--- config.mk ---
export PLATFORM = sky130hd
export DESIGN_NAME = tlb_prot
export DESIGN_NICKNAME = d
export VERILOG_FILES = /design/src/rtl/tlb_prot.sv
export SDC_FILE = /design/constraint.sdc
export NUM_CORES = 1
export LEC_CHECK = 0
export ABC_AREA = 1
export BUFFER_PORTS_ARGS = -buffer_cell sky130_fd_sc_hd__buf_2
export CAP_MARGIN = 30
export CORE_UTILIZATION = 40
export DETAILED_ROUTE_END_ITERATION = 8
export GPL_TIMING_DRIVEN = 0
export PLACE_DENSITY_LB_ADDON = 0.2
export SLEW_MARGIN = 10
export SYNTH_ARGS = -nofsm -noshare
export SYNTH_HDL_FRONTEND = slang
export SYNTH_SLANG_ARGS = --single-unit
--- constraint.sdc ---
create_clock -name clk -period 4.7 [get_ports clk]
set_clock_uncertainty 0.15 [all_clocks]
set_input_delay 0.94 -clock clk [delete_from_list [all_inputs] [get_ports clk]]
set_output_delay 0.94 -clock clk [all_outputs]
set_load 0.1 [all_outputs]
--- src/rtl/tlb_prot.sv ---
module tlb_prot #(
  parameter int ENTRIES   = 8,
  parameter int VA_W      = 32,
  parameter int PA_W      = 32,
  parameter int PAGE_BITS = 12,
  parameter int PID_W     = 8
) (
  input  logic                   clk,
  input  logic                   rst_n,
  input  logic                   lk_valid,
  input  logic [VA_W-1:0]        lk_vaddr,
  input  logic [1:0]             lk_acc,
  input  logic [PID_W-1:0]       lk_pid,
  input  logic                   fill_en,
  input  logic [VA_W-PAGE_BITS-1:0] fill_vpn,
  input  logic [PID_W-1:0]       fill_pid,
  input  logic [PA_W-PAGE_BITS-1:0] fill_pfn,
  input  logic [1:0]             fill_loc,
  input  logic [2:0]             fill_perm,
  input  logic                   flush,
  output logic                   rsp_valid,
  output logic                   rsp_hit,
  output logic [PA_W-1:0]        rsp_paddr,
  output logic [1:0]             rsp_fault,
  output logic                   rsp_dirty
);
  localparam int VPN_W = VA_W - PAGE_BITS;
  localparam int PFN_W = PA_W - PAGE_BITS;
  localparam int IDX_W = $clog2(ENTRIES);
  localparam logic [1:0] LOC_MEM = 2'b01;
  localparam logic [1:0] F_NONE = 2'b00, F_MISS = 2'b01, F_PROT = 2'b10, F_ABSENT = 2'b11;

  logic [ENTRIES-1:0] e_val, e_acc, e_dirty;
  logic [VPN_W-1:0]   e_vpn  [ENTRIES];
  logic [PID_W-1:0]   e_pid  [ENTRIES];
  logic [PFN_W-1:0]   e_pfn  [ENTRIES];
  logic [1:0]         e_loc  [ENTRIES];
  logic [2:0]         e_perm [ENTRIES];

  logic [ENTRIES-1:0] lk_match, fill_match;
  wire  [VPN_W-1:0]   lk_vpn = lk_vaddr[VA_W-1:PAGE_BITS];

  for (genvar g = 0; g < ENTRIES; g++) begin : g_cmp
    assign lk_match[g]   = e_val[g] && e_vpn[g] == lk_vpn   && e_pid[g] == lk_pid;
    assign fill_match[g] = e_val[g] && e_vpn[g] == fill_vpn && e_pid[g] == fill_pid;
  end

  logic [IDX_W-1:0] lk_sel, same_sel, free_sel, cold_sel, victim;
  logic             free_any, cold_any, age_reset;

  always_comb begin
    lk_sel = '0; same_sel = '0; free_sel = '0; cold_sel = '0;
    free_any = 1'b0; cold_any = 1'b0;
    for (int i = ENTRIES - 1; i >= 0; i--) begin
      if (lk_match[i])   lk_sel   = IDX_W'(i);
      if (fill_match[i]) same_sel = IDX_W'(i);
      if (!e_val[i]) begin free_sel = IDX_W'(i); free_any = 1'b1; end
      if (!e_acc[i]) begin cold_sel = IDX_W'(i); cold_any = 1'b1; end
    end
  end

  assign age_reset = !(|fill_match) && !free_any && !cold_any;
  assign victim    = (|fill_match) ? same_sel :
                     free_any      ? free_sel :
                     cold_any      ? cold_sel : '0;

  logic allowed;
  always_comb begin
    case (lk_acc)
      2'b00:   allowed = e_perm[lk_sel][0];
      2'b01:   allowed = e_perm[lk_sel][1];
      2'b10:   allowed = e_perm[lk_sel][2];
      default: allowed = 1'b0;
    endcase
  end

  wire       resident = e_loc[lk_sel] == LOC_MEM;
  wire       hit_c    = lk_valid && (|lk_match) && resident && allowed;
  wire [1:0] fault_c  = !(|lk_match) ? F_MISS :
                        !resident    ? F_ABSENT :
                        !allowed     ? F_PROT : F_NONE;

  always_ff @(posedge clk or negedge rst_n) begin
    if (!rst_n) begin
      e_val   <= '0;
      e_acc   <= '0;
      e_dirty <= '0;
    end else begin
      if (hit_c) begin
        e_acc[lk_sel] <= 1'b1;
        if (lk_acc == 2'b01) e_dirty[lk_sel] <= 1'b1;
      end
      if (flush) begin
        e_val <= '0;
      end else if (fill_en) begin
        if (age_reset) e_acc <= '0;
        e_val[victim]   <= 1'b1;
        e_acc[victim]   <= 1'b0;
        e_dirty[victim] <= 1'b0;
      end
    end
  end

  always_ff @(posedge clk) begin
    if (fill_en && !flush) begin
      e_vpn[victim]  <= fill_vpn;
      e_pid[victim]  <= fill_pid;
      e_pfn[victim]  <= fill_pfn;
      e_loc[victim]  <= fill_loc;
      e_perm[victim] <= fill_perm;
    end
  end

  always_ff @(posedge clk or negedge rst_n) begin
    if (!rst_n) begin
      rsp_valid <= 1'b0;
      rsp_hit   <= 1'b0;
      rsp_paddr <= '0;
      rsp_fault <= F_NONE;
      rsp_dirty <= 1'b0;
    end else begin
      rsp_valid <= lk_valid;
      rsp_hit   <= hit_c;
      rsp_paddr <= hit_c ? {e_pfn[lk_sel], lk_vaddr[PAGE_BITS-1:0]} : '0;
      rsp_fault <= lk_valid ? fault_c : F_NONE;
      rsp_dirty <= hit_c && e_dirty[lk_sel];
    end
  end
endmodule

After elaboration in Yosys (flattened, before gate mapping):

Memory sizes are Yosys's and may differ from the RTL's.
Cells that the tools add are included.
Widths: inputs -> output; s select.

* output and inout bits: 37
* flip-flop bits (word level): 61
* RAM bits: 424
* memories: 5

* bitwise operators: 6
* $lt $le $gt $ge: 4
* reduce and logical (&&, ||, !) cells: 49
* mux-type cells: 77
* equal/unequal tests: 35

Memory list
* e_pfn: words 8, width 20, read ports 1, clocked after memory_dff 0, wr ports 1, RTL line 36 `logic [PFN_W-1:0] e_pfn [ENTRIES];`
* e_vpn: words 8, width 20, read ports 8, clocked after memory_dff 0, wr ports 1, RTL line 34 `logic [VPN_W-1:0] e_vpn [ENTRIES];`
* e_pid: words 8, width 8, read ports 8, clocked after memory_dff 0, wr ports 1, RTL line 35 `logic [PID_W-1:0] e_pid [ENTRIES];`
* e_perm: words 8, width 3, read ports 1, clocked after memory_dff 0, wr ports 1, RTL line 38 `logic [2:0] e_perm [ENTRIES];`
* e_loc: words 8, width 2, read ports 1, clocked after memory_dff 0, wr ports 1, RTL line 37 `logic [1:0] e_loc [ENTRIES];`

Operators with widths (number)
* $eq 20x20->1: 16
* $eq 8x8->1: 16
* $mux 3: 35
* $mux 8: 12
* $logic_and 1x1->1: 41
* $mux 32: 1
* $or 8x8->8: 3
* $mux 1: 21
* $and 8x8->8: 2
* $reduce_or 8->1: 2
* $lt 3x4->1 const B: 2
* $mux 2: 4
* $not 8->8: 1
* $demux 1 s3: 2
* $ge 3x1->1 const B: 2
* $eq 2x1->1 const B: 2
* $logic_not 1->1: 4
* $bmux 1 s3: 1
* $pmux 1 s3: 1
* $eq 2x2->1 const B: 1
* $logic_not 2->1: 1
* $reduce_bool 2->1: 1

Depth between registers and ports, before layout:

* depth after elaboration: 23
* mapped depth: 28
* depth with buffers taken out: 25

Worst setup path after synthesis:

OpenSTA, ideal clock, no wires.

* path type: input to register
* start: input port fill_vpn[8]
* end: memory e_loc[3][0] (enable)
* data required time: 4085 ps
* path slack: -847 ps
* arrival time: 4932 ps
* cell stages on the path: 13
* cell sequence: clkbuf_1 > o22ai_1 > a221oi_1 > nand3_1 > nor3b_1 > nand4_1 > nand2_1 > nor2_1 > nand2_1 > inv_1 > a21oi_1 > nand3_1 > nor2_1

* word-level cells in the longest chain between the ends: 12
* elaborated cells on any way between the ends: 34
* classes of those cells: eq/ne (8); mux (9); reduce/logical (17)

Ends and longest elaborated chain
* start: declaration: RTL line 15 `input logic [VA_W-PAGE_BITS-1:0] fill_vpn,`
* $eq 20x20->1: RTL line 45 `assign fill_match[g] = e_val[g] && e_vpn[g] == fill_vpn && e_pid[g] == fill_pid;`
* $logic_and 1x1->1 (2 in a row): RTL line 45
* $mux 3 (8 in a row): RTL line 56 `if (fill_match[i]) same_sel = IDX_W'(i);`
* $mux 3 *: RTL line 63 `assign victim = (|fill_match) ? same_sel :`
* end: declaration: RTL line 37

Every way passes the cells marked *; elsewhere a longest branch is shown, timed or not.

Worst setup path in the final report:

* start: input port lk_pid[0]
* end: register rsp_paddr[26]

* word-level cells in the longest chain between the ends: 15
* elaborated cells on any way between the ends: 34
* classes of those cells: eq/ne (9); mux (10); reduce/logical (12); memory (3)

Ends and longest elaborated chain
* start: declaration: RTL line 13 `input logic [PID_W-1:0] lk_pid,`
* $eq 8x8->1: RTL line 44 `assign lk_match[g] = e_val[g] && e_vpn[g] == lk_vpn && e_pid[g] == lk_pid;`
* $logic_and 1x1->1: RTL line 44
* $mux 3 (8 in a row): RTL line 55 `if (lk_match[i]) lk_sel = IDX_W'(i);`
* $mem_v2 8x2
* $eq 2x1->1: RTL line 77 `wire resident = e_loc[lk_sel] == LOC_MEM;`
* $logic_and 1x1->1 (2 in a row): RTL line 78 `wire hit_c = lk_valid && (|lk_match) && resident && allowed;`
* $mux 32 *: RTL line 124 `rsp_paddr <= hit_c ? {e_pfn[lk_sel], lk_vaddr[PAGE_BITS-1:0]} : '0;`
* end signal: assignment: RTL line 124
* end: declaration: RTL line 23 `output logic [PA_W-1:0] rsp_paddr,`

Marked as above.
A chain may end at the register's enable or synchronous reset.

==> key figures <==
Status
  • Status: complete, no violations

Flow run
  • MaxCap Viol Count: 0

Setup path
  • WP data required: 5130 ps
  • Worst r2r path cells: 13
  • Crit Path Max Fanout: 10
  • Worst Path Arrival: 5090 ps
  • Crit. End Element: flop
  • Worst setup path class: in -> reg
  • Type of origin of the critical path: input pin

Placement
  • Dpl ws: -2064 ps
  • DP HPWL: 86590 µm
  • Gpl congestion: 1.085
  • # port buffers: 112
  • Dpl cells: 3861

CTS
  • CTS Buf Count: 56
  • Root Driver: clkbuf_16
  • Clock Latency Late Sink: 660 ps
  • Worst-path clk slew: 60 ps
  • Number of clock sinks: 485
  • Clock Path Buffers: 3
  • CTS tree: built
  • H-tree levels: 2

GRT
  • Largest net degree at the start of global routing: 62
  • Grt ovf: 0
  • Vias in the first global route: 22000
  • Initial antenna violation count: 11
  • GRT Total Usage: 0.3812
  • First-pass GRT wire length: 166500 µm

Layout
  • Multi-input gate area: 9201 µm²
  • Fin cells: 3976
  • Count of nets after finishing: 3188
  • Layout area overhead: 17.29%
  • FILL cells: 6060
  • Seq. cell area: 14260 µm²
  • Util after Layout: 0.4775
  • Layout cells sized above 1: 0.1186

Drt
  • Routed WL: 121800 µm
  • Antenna-violating nets left: 0
  • Initial DRC Count: 3203
  • DR WL/cell: 30.64 µm
  • Pre-antenna DRT Iters: 5
  • Via density: 5.811
  • Detailed-route via count: 23100
  • DRC viols: 0

Floorplanning
  • Rows: 91
  • Io pins: 137
  • Area of the core: 61940 µm²
  • Die Wd: 253.1 µm
  • Die area: 64040 µm²
  • Die Ht: 253.1 µm
  • Starting Density: 0.4071

Worst hold path
  • Class of the worst hold path: in -> async

STA
  • RSZ-0062 raised after global routing: no
  • Endpoints failing setup: 0
  • Max_slew headroom: 0.4296
  • Slew @ Worst Pin: 854.7 ps
  • Tmin final: 4664 ps
  • Final Max Tran Viols: 0
  • Fmax: 0.2144 GHz
  • Setup TNS: 0 ps
  • Final WS setup: 36.37 ps
  • WHS: 243.3 ps
  • Period utilisation layout: 0.9923
  • Final hold violations: 0

Logic synthesis
  • Syn avg cell area: 8.749 µm²
  • Syn Inst Count: 2882
  • Synthesized cell area: 25210 µm²
  • Register bit total from synthesis: 485
  • Sequential area share after synthesis: 0.5655
  • Synth Warn #: 0
  • Library cells used by synthesis: 42
  • Synthesized Nets: 2982

Pwr
  • Leak: 12.79 nW
  • Max IR drop VDD: 0.0004410 V
  • Pwr/cell area: 355.7 nW/µm²
-- synthesized netlist by cell type, drive strengths merged --
cell type	number	area, µm²
a211oi	3	22.52
nor3b	3	22.52
nor2	329	1264
nand3b	13	97.59
nand3	93	490.5
and2	22	137.6
a21oi	48	244.0
a31oi	1	6.260
nand4	55	344.1
dfrtp	61	1526
buf	48	296.5
o211ai	1	7.510
xor2	33	289.0
clkinv	6	22.52
edfxtp	424	12730
xnor2	63	551.8
inv	373	1403
o22ai	195	1220
nor3	20	105.1
or2	1	6.260
nor2b	3	18.77
o221ai	1	8.760
o2111ai	7	61.31
nand2	949	3595
clkbuf	33	123.9
nor4	40	250.2
a221oi	22	192.7
o21ai	35	175.2
-- power by group --
group          internal [mW]  leakage, nW  switching, mW  total, mW
Sequential              4.76         4.62         0.0409       4.80
Combinational          0.247         7.22          0.809       1.06
Clock                   2.74        0.947           1.92       4.66
Total                   7.75         12.8           2.77       10.5
-- through the flow --
stage	total power, mW	cell area (µm²)
floorplan	5.335	25230
global placement	5.873	26840
detailed placement	5.903	27410
CTS	10.50	29440
global route	10.72	29570
finish	10.52	29570
-- cell families after synthesis --
family	Yosys count	share of synthesized area
and+or+nand+nor	1528	0.2511
DFF	485	0.5655
xor gates and xnor gates	96	0.03335
buffers and inverters	460	0.07319
AOI/OAI and AO/OA	313	0.07687
-- path summary, 6_finish.rpt --
| path | start | end | slack (ps) |
|---|---|---|---|
| setup reg to reg | e_val[0] | rsp_paddr[26] | 740 |
| hold / removal | rst_n | rsp_paddr[29] | 240 |
| setup / recovery | lk_pid[0] | rsp_paddr[26] | 40 |
| hold reg to reg | e_dirty[4] | e_dirty[4] | 370 |
| max in group asynchronous | rst_n | e_dirty[4] | 3640 |
| min in group clk | lk_valid | rsp_valid | 310 |
-- repair_timing --
item                       4_1_cts  5_1_grt
setup buffers                   13       13
setup endpoints to repair      474      254
pin swaps                        6        3
hold buffers                     0        0
resized for setup               13       22
-- cells in the final DEF, fill, tap and decap left out, types with 4 or more instances in the layout --
cell / Yosys / layout
o2111ai_1: 7 / 7
o21ai_0: 32 / 32
nor2_1: 325 / 313
clkbuf_2: 0 / 5
nor4_1: 40 / 39
xnor2_1: 63 / 63
buf_4: 13 / 40
xor2_1: 33 / 33
inv_1: 348 / 339
nand3_1: 91 / 91
nand3b_1: 13 / 13
nor3_1: 19 / 19
buf_2: 30 / 141
and2_1: 22 / 22
clkbuf_16: 0 / 57
dfrtp_1: 61 / 61
clkbuf_1: 33 / 15
o22ai_1: 195 / 195
edfxtp_1: 424 / 424
buf_12: 0 / 14
nand2_1: 942 / 942
bufinv_16: 0 / 9
clkinvlp_4: 0 / 12
a221oi_1: 22 / 22
nor2_4: 1 / 12
nand2_2: 4 / 4
buf_8: 0 / 10
buf_6: 4 / 7
clkinv_2: 0 / 14
a21oi_1: 47 / 47
nand4_1: 55 / 55
clkinv_1: 6 / 16
inv_2: 24 / 24
-- state kept, by name, indices dropped and copies added, names as in the netlist --
register and flops:
rsp_hit 1, rsp_fault 2, rsp_dirty 1, e_val 8, e_loc 16, rsp_valid 1
e_dirty 8, e_pfn 160, e_vpn 160, rsp_paddr 32, e_perm 24, e_pid 64
e_acc 8
-- critical path: stages --
cell     delay (ps)
buf_2           570
inv_2           420
nand2_1         180
nand2_1          60
nor2_1           80
nand2_1          60
nor2_1           90
nand2_1          70
nor2_1          550
inv_1            90
nand2_1         110
nand2_2          90
buf_2           190
nand3_1         380
buf_2           390
o22ai_1         120
nor4_1          470
and2_1          210
-- layout make-up --
cell class              count  share of cell area
diodes                      3           0.0002538
flip-flops and latches    485              0.4821
clock buffers              65             0.04958
plain buffers              61             0.01189
inverters                 379             0.04967
clock inverters            41             0.01650
multi-input cells        1937              0.3111
well taps                 837             0.03541
repair buffers            168             0.04345
-- per-layer routing --
layer	vias up	routed length (µm)	GRT usage
li1	10050	-	-
met1	11120	49720	0.5300
met3	350	14960	0.09920
met4	8	7877	0.2187
met5	-	49	0
met2	1576	49230	0.5348
Power figures use the tool's default switching activity.
